[src/rtl/presc_pkg.sv]
package presc_pkg;

  // width of the prescaler phase register, enough for the largest factor
  localparam int unsigned PHASE_W = 10;

  typedef enum logic [1:0] {
    ALIGN_RAW   = 2'd0,
    ALIGN_TICK  = 2'd1,
    ALIGN_RESET = 2'd2,
    ALIGN_RSVD  = 2'd3
  } align_e;

  // log2 of the division factor for each select code
  function automatic logic [3:0] div_shift(input logic [2:0] sel);
    case (sel)
      3'd0:    div_shift = 4'd0;
      3'd1:    div_shift = 4'd1;
      3'd2:    div_shift = 4'd2;
      3'd3:    div_shift = 4'd3;
      3'd4:    div_shift = 4'd4;
      3'd5:    div_shift = 4'd6;
      3'd6:    div_shift = 4'd8;
      default: div_shift = 4'd10;
    endcase
  endfunction

endpackage

[src/rtl/presc_phase.sv]
module presc_phase
  import presc_pkg::*;
#(
  parameter int unsigned SEL_W = 3
) (
  input  logic             clk,
  input  logic             rst_n,
  input  logic             en_i,
  input  logic             run_i,
  input  logic [SEL_W-1:0] sel_i,
  input  logic             phase_rst_i,
  output logic             tick_o
);

  localparam logic [PHASE_W-1:0] ONE = PHASE_W'(1);

  logic [PHASE_W-1:0] phase_q, phase_d, term;

  // terminal count = factor - 1; for factor 1024 the shift wraps to 0 and
  // the subtraction yields all ones, which is the wanted limit
  always_comb begin
    term = (ONE << div_shift(sel_i[2:0])) - ONE;
  end

  // >= keeps the divider live when the select shrinks mid-period
  assign tick_o = run_i && (phase_q >= term);

  always_comb begin
    if (!en_i)            phase_d = '0;
    else if (phase_rst_i) phase_d = '0;
    else if (!run_i)      phase_d = phase_q;
    else if (tick_o)      phase_d = '0;
    else                  phase_d = phase_q + ONE;
  end

  always_ff @(posedge clk or negedge rst_n) begin
    if (!rst_n) phase_q <= '0;
    else        phase_q <= phase_d;
  end

  AST_PHASE_CLEARED_OFF: assert property (@(posedge clk) disable iff (!rst_n)
    !en_i |=> phase_q == '0);
  AST_PHASE_HELD_HALT: assert property (@(posedge clk) disable iff (!rst_n)
    (en_i && !run_i && !phase_rst_i) |=> $stable(phase_q));
  AST_NO_TICK_HALTED: assert property (@(posedge clk) disable iff (!rst_n)
    !run_i |-> !tick_o);

endmodule

[src/rtl/presc_retrig.sv]
module presc_retrig
  import presc_pkg::*;
(
  input  logic       clk,
  input  logic       rst_n,
  input  logic       en_i,
  input  logic       run_i,
  input  logic       tick_i,
  input  logic       retrig_i,
  input  logic [1:0] align_i,
  output logic       load_o,
  output logic       phase_rst_o
);

  align_e mode;
  logic   pend_q, pend_d;

  assign mode = align_e'(align_i);

  always_comb begin
    case (mode)
      ALIGN_TICK:  load_o = tick_i && (pend_q || retrig_i);
      default:     load_o = run_i && retrig_i;
    endcase
    phase_rst_o = (mode == ALIGN_RESET) && load_o;
  end

  always_comb begin
    if (!en_i || mode != ALIGN_TICK) pend_d = 1'b0;
    else if (load_o)                 pend_d = 1'b0;
    else                             pend_d = pend_q || retrig_i;
  end

  always_ff @(posedge clk or negedge rst_n) begin
    if (!rst_n) pend_q <= 1'b0;
    else        pend_q <= pend_d;
  end

  AST_PEND_CONSUMED: assert property (@(posedge clk) disable iff (!rst_n)
    load_o |=> !pend_q);
  AST_TICK_MODE_WAITS: assert property (@(posedge clk) disable iff (!rst_n)
    (mode == ALIGN_TICK && load_o) |-> tick_i);

endmodule

[src/rtl/presc_count.sv]
module presc_count #(
  parameter int unsigned CNT_W = 16
) (
  input  logic             clk,
  input  logic             rst_n,
  input  logic             step_i,
  input  logic             load_i,
  input  logic [CNT_W-1:0] load_val_i,
  input  logic [CNT_W-1:0] top_i,
  output logic [CNT_W-1:0] cnt_o,
  output logic             wrap_o
);

  logic [CNT_W-1:0] cnt_q, cnt_d;
  logic             at_top, wrap_d;

  assign at_top = (cnt_q == top_i);

  always_comb begin
    wrap_d = 1'b0;
    if (load_i) begin
      cnt_d = load_val_i;           // load wins over a wrap on the same tick
    end else if (step_i) begin
      if (at_top) begin
        cnt_d  = '0;
        wrap_d = 1'b1;
      end else begin
        cnt_d = cnt_q + CNT_W'(1);
      end
    end else begin
      cnt_d = cnt_q;
    end
  end

  always_ff @(posedge clk or negedge rst_n) begin
    if (!rst_n) begin
      cnt_q  <= '0;
      wrap_o <= 1'b0;
    end else begin
      cnt_q  <= cnt_d;
      wrap_o <= wrap_d;
    end
  end

  assign cnt_o = cnt_q;

  AST_CNT_IDLE_HOLD: assert property (@(posedge clk) disable iff (!rst_n)
    (!step_i && !load_i) |=> $stable(cnt_q));
  AST_WRAP_TO_ZERO: assert property (@(posedge clk) disable iff (!rst_n)
    wrap_o |-> cnt_q == '0);
  AST_LOAD_NO_WRAP: assert property (@(posedge clk) disable iff (!rst_n)
    load_i |=> !wrap_o);

endmodule

[src/rtl/presc_counter.sv]
module presc_counter
  import presc_pkg::*;
#(
  parameter int unsigned CNT_W = 16,
  parameter int unsigned SEL_W = 3
) (
  input  logic             clk,
  input  logic             rst_n,
  input  logic             en_i,
  input  logic             standby_i,
  input  logic             run_stby_i,
  input  logic [SEL_W-1:0] div_sel_i,
  input  logic [1:0]       align_sel_i,
  input  logic             retrig_i,
  input  logic [CNT_W-1:0] reload_i,
  input  logic [CNT_W-1:0] top_i,
  input  logic             auto_lock_i,
  input  logic             lock_clr_i,
  output logic [CNT_W-1:0] count_o,
  output logic             tick_o,
  output logic             ovf_o,
  output logic             lock_upd_o
);

  logic run, tick, load, phase_rst, wrap, lock_set;

  assign run = en_i && !(standby_i && !run_stby_i);

  presc_phase #(.SEL_W(SEL_W)) u_phase (
    .clk         (clk),
    .rst_n       (rst_n),
    .en_i        (en_i),
    .run_i       (run),
    .sel_i       (div_sel_i),
    .phase_rst_i (phase_rst),
    .tick_o      (tick)
  );

  presc_retrig u_retrig (
    .clk         (clk),
    .rst_n       (rst_n),
    .en_i        (en_i),
    .run_i       (run),
    .tick_i      (tick),
    .retrig_i    (retrig_i),
    .align_i     (align_sel_i),
    .load_o      (load),
    .phase_rst_o (phase_rst)
  );

  presc_count #(.CNT_W(CNT_W)) u_count (
    .clk        (clk),
    .rst_n      (rst_n),
    .step_i     (tick),
    .load_i     (load),
    .load_val_i (reload_i),
    .top_i      (top_i),
    .cnt_o      (count_o),
    .wrap_o     (wrap)
  );

  // a wrap is known one clock before ovf_o shows it, so the flag and the
  // pulse rise together
  assign lock_set = auto_lock_i && (load || (tick && count_o == top_i));

  always_ff @(posedge clk or negedge rst_n) begin
    if (!rst_n)          lock_upd_o <= 1'b0;
    else if (lock_set)   lock_upd_o <= 1'b1;
    else if (lock_clr_i) lock_upd_o <= 1'b0;
  end

  assign tick_o = tick;
  assign ovf_o  = wrap;

  AST_LOCK_ON_OVF: assert property (@(posedge clk) disable iff (!rst_n)
    (ovf_o && $past(auto_lock_i)) |-> lock_upd_o);
  AST_OVF_NEEDS_RUN: assert property (@(posedge clk) disable iff (!rst_n)
    ovf_o |-> $past(run));

endmodule

[config.mk]
export PLATFORM = sky130hd
export DESIGN_NAME = presc_counter
export DESIGN_NICKNAME = d
export VERILOG_FILES = /design/src/rtl/presc_pkg.sv /design/src/rtl/presc_phase.sv /design/src/rtl/presc_retrig.sv /design/src/rtl/presc_count.sv /design/src/rtl/presc_counter.sv
export SDC_FILE = /design/constraint.sdc
export NUM_CORES = 1
export LEC_CHECK = 0
export BUFFER_PORTS_ARGS = -buffer_cell sky130_fd_sc_hd__buf_2
export CORE_UTILIZATION = 50
export CTS_CLUSTER_DIAMETER = 200
export DETAILED_ROUTE_END_ITERATION = 6
export PLACE_DENSITY = 0.74
export SKIP_CTS_REPAIR_TIMING = 1
export SLEW_MARGIN = 20
export SYNTH_ARGS = -nofsm -noshare
export SYNTH_HDL_FRONTEND = slang
export SYNTH_HIERARCHICAL = 1
export SYNTH_SLANG_ARGS = --single-unit
[constraint.sdc]
create_clock -name clk -period 4 [get_ports clk]
set_clock_uncertainty 0.2 [all_clocks]
set_input_delay 0.2 -clock clk [delete_from_list [all_inputs] [get_ports clk]]
set_output_delay 0.2 -clock clk [all_outputs]
set_load 0.01 [all_outputs]
# Word-level counts from Yosys, hierarchy flattened
# Index checks and enable logic that the tools add are counted.
[totals]
ff_bits = 29
input_bits = 45
output_inout_bits = 19
[classes]
add_sub_neg = 3
n_lt_le_gt_ge = 1
n_eq_ne = 11
shift = 1
muxes = 16
reduce_logical = 17
[ops]
columns = ["cell", "n"]
rows = [
  ["2-to-1 mux 16 bit", 3],
  ["2-to-1 mux 10 bit", 4],
  ["case mux 4 bit (7 select lines)", 1],
  ["adder 16 x 1 -> 16 bit (second input constant)", 1],
  ["== test 16 bit", 1],
  ["adder 10 x 1 -> 10 bit (second input constant)", 1],
  ["greater-or-equal comparator 10 bit", 1],
  ["<< shifter 1 x 4 -> 10 bit (first input constant)", 1],
  ["subtractor 10 x 1 -> 10 bit (second input constant)", 1],
  ["== test 3 bit (second input constant)", 3],
  ["logical AND 1 bit", 8],
  ["2-to-1 mux 1 bit", 8],
  ["== test 3 x 2 -> 1 bit (second input constant)", 2],
  ["nonzero test 2 bit", 2],
  ["== test 3 x 1 -> 1 bit (second input constant)", 1],
  ["logical NOT 1 bit", 3],
  ["logical NOT 3 bit", 1],
  ["logical OR 1 bit", 3],
  ["inequality test 3 x 1 -> 1 bit (second input constant)", 1],
  ["== test 2 x 1 -> 1 bit (second input constant)", 1],
  ["== test 2 bit (second input constant)", 1],
  ["inequality test 2 x 1 -> 1 bit (second input constant)", 1],
]

# Longest topological paths before layout
[depth]
depth_word = 11
mapped_depth = 21
mapped_depth_nobuf = 17

# Hierarchy
# The synthesis kept the hierarchy.
[modules_own_cells]
columns = ["mod", "instances", "cells_each", "area_each_um2", "seq_area_each_um2"]
rows = [
  ["presc_count", 1, 136, 1237.4, 425.4],
  ["presc_phase", 1, 100, 933.4, 250.2],
  ["presc_counter", 1, 28, 227.7, 25.0],
  ["presc_retrig", 1, 8, 81.3, 25.0],
]

# Worst setup path after synthesis
# No wires, ideal clock.
[synth_path]
path_kind = "input port to flip-flop"
startpoint = "input port div_sel_i[1]"
endpoint = "register u_count.cnt_q[14], in the netlist u_count/cnt_o[14]"
setup_time_ns = 0.123
arrival_time_ns = 3.622
required_time_ns = 3.677
path_slack_ns = 0.055
path_stages = 19
n_path_buf = 4
cell_sequence = "clkbuf_1 > or3_1 > ha_1 > clkbuf_1 > nor2_1 > a21oi_1 > nor2_1 > a31oi_1 > ha_1 > nand4_2 > o31ai_4 > o21a_1 > o21ai_0 > mux2i_1 > clkbuf_1 > clkbuf_1 > nor3b_1 > a21oi_1 > o21ai_2"
[synth_via]
elab_chain_cells = 9
[synth_lines]
columns = ["item", "line_no", "text"]
rows = [
  ["start: declaration", "presc_counter.sv:12", "input logic [SEL_W-1:0] div_sel_i,"],
  ["== test 3 bit, or another cell as far along", "presc_pkg.sv:15", "case (sel)"],
  ["case mux 4 bit (7 select lines) (*)", "presc_pkg.sv:15", ""],
  ["<< shifter 1 x 4 -> 10 bit (*)", "presc_phase.sv:22", "term = (ONE << div_shift(sel_i[2:0])) - ONE;"],
  ["subtractor 10 x 1 -> 10 bit (*)", "presc_phase.sv:22", ""],
  ["greater-or-equal comparator 10 bit (*)", "presc_phase.sv:26", "assign tick_o = run_i && (phase_q >= term);"],
  ["logical AND 1 bit (*)", "presc_phase.sv:26", ""],
  ["net tick_o", "presc_counter.sv:20", "output logic tick_o,"],
  ["logical AND 1 bit (*)", "presc_retrig.sv:22", "ALIGN_TICK: load_o = tick_i && (pend_q || retrig_i);"],
  ["2-to-1 mux 1 bit (*)", "presc_retrig.sv:21", "case (mode)"],
  ["net load", "presc_counter.sv:25", "logic run, tick, load, phase_rst, wrap, lock_set;"],
  ["2-to-1 mux 16 bit / nonzero test 2 bit (equally long branches)", "n/a", ""],
  ["end signal: assignment", "presc_count.sv:40", "cnt_q <= cnt_d;"],
  ["end: declaration", "presc_count.sv:14", "logic [CNT_W-1:0] cnt_q, cnt_d;"],
]
# Mark *: on every way through the listed nets, which the timed path passes. The rest lies on a longest branch.
# A chain may end at the register's enable or synchronous reset.

# Worst setup path in the final report
[layout_path]
startpoint = "input port div_sel_i[1]"
endpoint = "register u_count.cnt_q[3], in the netlist u_count/cnt_o[3]"
[layout_via]
elab_chain_cells = 9
[layout_lines]
columns = ["item", "line_no"]
rows = [
  ["== test 3 bit, or another cell as far along", "presc_pkg.sv:15"],
  ["case mux 4 bit (7 select lines) (*)", "presc_pkg.sv:15"],
  ["<< shifter 1 x 4 -> 10 bit (*)", "presc_phase.sv:22"],
  ["subtractor 10 x 1 -> 10 bit (*)", "presc_phase.sv:22"],
  ["greater-or-equal comparator 10 bit (*)", "presc_phase.sv:26"],
  ["logical AND 1 bit (*)", "presc_phase.sv:26"],
  ["logical AND 1 bit (*)", "presc_retrig.sv:22"],
  ["2-to-1 mux 1 bit (*)", "presc_retrig.sv:21"],
  ["net load", "presc_counter.sv:25"],
  ["2-to-1 mux 16 bit / nonzero test 2 bit (equally long branches)", "n/a"],
]
# Marked as above.

==> flow_summary_export.csv <==
group,metric,value,unit
global_routing,grt_pass1_wl,10.1,mm
setup_path,reg2regPathDepth,9,
global_routing,grt.met1_usage,0.318,
placement,placed_area,0.00285,mm²
pwr,clkPwrFrac,0.262,
global_routing,met3_usage,0.0444,
sta,tightest_slew,0.669,ns
drt,drc,0,
clock_network,cts_tree,"done",
global_routing,busiest_layer,"met2",
placement,portBuffers,63,
drt,drt_iter0_drc,71,
placement,gp_congestion,0.906,
clock_network,clockBufferDepth,2,
global_routing,use_met2,0.448,
die,pin_count,64,
logic_synthesis,synthCells,272,
die,coreArea,0.00475,mm²
die,core.rowCount,25,
layout,finalInstanceArea,0.00310,mm²
logic_synthesis,syn_area_per_cell,9.12,µm²
worst_hold_path,hold_class,"input port to register",
logic_synthesis,ys_seq_elements,29,
setup_path,crit_fanout,15,
sta,rsz0062_at_grt,"false",
logic_synthesis,synth_flop_cell,"dfrtp_1",
global_routing,grt_use_total,0.251,
pwr,p_leak,1.41,nW
clock_network,path_clk_slew,0.06,ns
logic_synthesis,synth_cell_type_count,48,
global_routing,grt-ovfl-total,0,
outcome,violations,"hold timing",
layout,multi_input_comb_area,0.00166,mm²
setup_path,rrSetupSlack,1.15,ns
clock_network,cts_buffers,5,
sta,setup_viol,0,
drt,via_per_inst,5.47,
outcome,outcome,"finished, violations left",
logic_synthesis,ys_warn_count,6,
drt,wl,6.19,mm
sta,slew_headroom,0.554,
sta,setup_tns,0,ns
run,max_cap_viol_count,0,
worst_hold_path,holdCritStartpoint,"reload_i[0]",
layout,fin_nets,409,
die,dieArea,0.00525,mm²
die,die_w,72.4,µm
sta,fin_crit,3.38,ns
clock_network,clock-root-buffer,"clkbuf_8",
sta,finalCritPeriodShare,0.844,
layout,register_area,726,µm²
logic_synthesis,seq_area_frac_synth,0.293,
sta,slew_viol_final,0,
setup_path,worstPathArrival,3.36,ns
clock_network,clock_latency,0.28,ns
pwr,p_per_area,308,mW/mm²
global_routing,grt_max_degree,30,
drt,vias,2285,
setup_path,r2r-end,"u_count/cnt_o[3]$_DFFE_PN0P_",
layout,diodes,0,
global_routing,antenna_found_initial,0,
sta,max_freq,0.296,GHz
logic_synthesis,syn-cell-area,0.00248,mm²
placement,place_hpwl,4.39,mm
logic_synthesis,syn-num-nets,330,
pwr,comb_power_share,0.318,
setup_path,crit_path_start_kind,"input port",
clock_network,cts.sinks,29,
sta,hold_slack,-0.0223,ns
logic_synthesis,synth-edff-count,0,
clock_network,htreeDepth,2,
layout,fillCellCount,407,
logic_synthesis,synthArstFlopShare,1.00,
die,die_h,72.4,µm
pwr,power.switching,0.341,mW
worst_hold_path,hold_depth,3,
drt,dr.pass1.iters,4,
drt,drt.antenna.violating_nets,0,
pwr,internal_power,0.613,mW
setup_path,required,3.99,ns
layout,drive_gt1_frac,0.274,
pwr,ir_drop,0.172,mV
pwr,p_seq_frac,0.419,
sta,hold_viol,1,
drt,wl_per_cell,14.8,µm
global_routing,grt_pass1_vias,2159,
layout,area_delta_synth_final,24.9,%
setup_path,regToRegStartpoint,"u_phase/phase_q[7]$_DFFE_PN0P_",
setup_path,end_kind,"register",
die,initial_core_util,0.522,
pwr,swShare,0.357,
worst_hold_path,min_to,"u_count/cnt_o[0]$_DFFE_PN0P_",
setup_path,critical_path_class,"input port to register",
[power by group through the flow]
stage	Combinational (mW)	Sequential, mW	Clock (mW)
2_1_floorplan	0.188	0.400	0
3_3_place_gp	0.283	0.403	0
3_5_place_dp	0.289	0.404	0
4_1_cts	0.290	0.400	0.251
5_1_grt	0.338	0.407	0.269
6_report	0.304	0.400	0.250
[layout make-up]
type	instances	share of cell area
Sequential cell	29	0.234
Timing Repair Buffer	84	0.166
Clock buffer	7	0.0279
Tap cell	67	0.0271
Inverter	9	0.0109
Multi-Input combinational cell	222	0.534
[cell families after synthesis]
logic type,after synthesis,share of synthesized area
AND/OR/NAND/NOR,95,0.233
AO/OA/AOI/OAI,61,0.179
XOR/XNOR,51,0.180
flip-flops,29,0.293
buffers and inverters,21,0.0414
adder cells (fa/ha/maj),13,0.0656
multiplexers,2,0.00858
[worst max-delay path by stage]
stage,start,to,slack (ns),cells after the start
after floorplan,div_sel_i[1],u_count/cnt_o[14]$_DFFE_PN0P_,0.06,19
after global placement,div_sel_i[1],u_count/cnt_o[4]$_DFFE_PN0P_,0.45,16
after detailed placement,div_sel_i[1],u_count/cnt_o[3]$_DFFE_PN0P_,0.37,16
after CTS,div_sel_i[1],u_count/cnt_o[3]$_DFFE_PN0P_,0.64,16
after global routing,div_sel_i[1],u_count/cnt_o[3]$_DFFE_PN0P_,0.41,16
final,div_sel_i[1],u_count/cnt_o[3]$_DFFE_PN0P_,0.62,16
[metal layers]
layer	share of wire	routed length, µm
met1	0.45	2770
met4	0.0061	38
met2	0.50	3100
met3	0.044	271
met5	0	0
[flip-flops by register name, indices dropped and copies added (netlist names)]
signal,cells
u_count/cnt_o,16
u_phase/phase_q,10
u_retrig/pend_q,1
lock_upd_o,1
u_count/wrap_o,1
[worst max-delay path, cell delays in order]
cell and delay [ns]:
buf_2 0.15, or3_1 0.41, ha_1 0.28, nor2_1 0.13
a21oi_1 0.04, nor2_1 0.09, a31oi_1 0.05, ha_1 0.19
a211o_1 0.33, a21oi_4 0.15, o31ai_4 0.09, o21a_1 0.20
o21ai_0 0.09, mux2i_2 0.12, nand3b_2 0.50, o21ai_0 0.33
[synth_stat cells, types with 2 or more instances]
library cell	instances	area, µm²
dfrtp_1	29	726
a21oi_1	21	105
nor4b_1	3	26.3
a21o_1	2	15.0
o22a_1	3	26.3
nor3b_1	14	105
or3_1	2	12.5
o21ai_2	10	87.6
ha_1	13	163
nor4_1	9	56.3
xnor2_1	11	96.3
nand3_1	14	70.1
inv_1	8	30.0
xor2_1	40	350
nor3_1	7	35.0
o21a_1	2	15.0
nand2_1	13	48.8
clkbuf_1	10	37.5
nor2_1	11	41.3
nand4_1	8	50.1
nand2b_1	2	12.5
nor2b_1	3	18.8
a22o_1	6	52.6
o21ai_0	7	35.0
[cells in the final DEF (no fill, tap or decap), types with 9 or more instances in the layout]
master and n:
buf_2 63, xor2_1 40, dfrtp_1 29, a21oi_1 21, dlygate4sd3_1 16, nand3_1 14
nor3b_1 14, nand2_1 13, ha_1 13, xnor2_1 11, nor2_1 11, o21ai_2 10
nor4_1 9
[stage by stage]
stage               setup slack [ns]  power, mW   util  instances  hold slack, ns
finish                         0.624      0.954  0.652        418         -0.0223
global route                   0.409       1.01  0.652        418         0.00653
CTS                            0.641      0.941  0.618        402          -0.229
detailed placement             0.370      0.693  0.600        395          0.0722
global placement               0.450      0.686  0.600        395          0.0714
floorplan                     0.0553      0.588      -        272          -0.296
No activity file was read; power rests on OpenSTA's default activity.
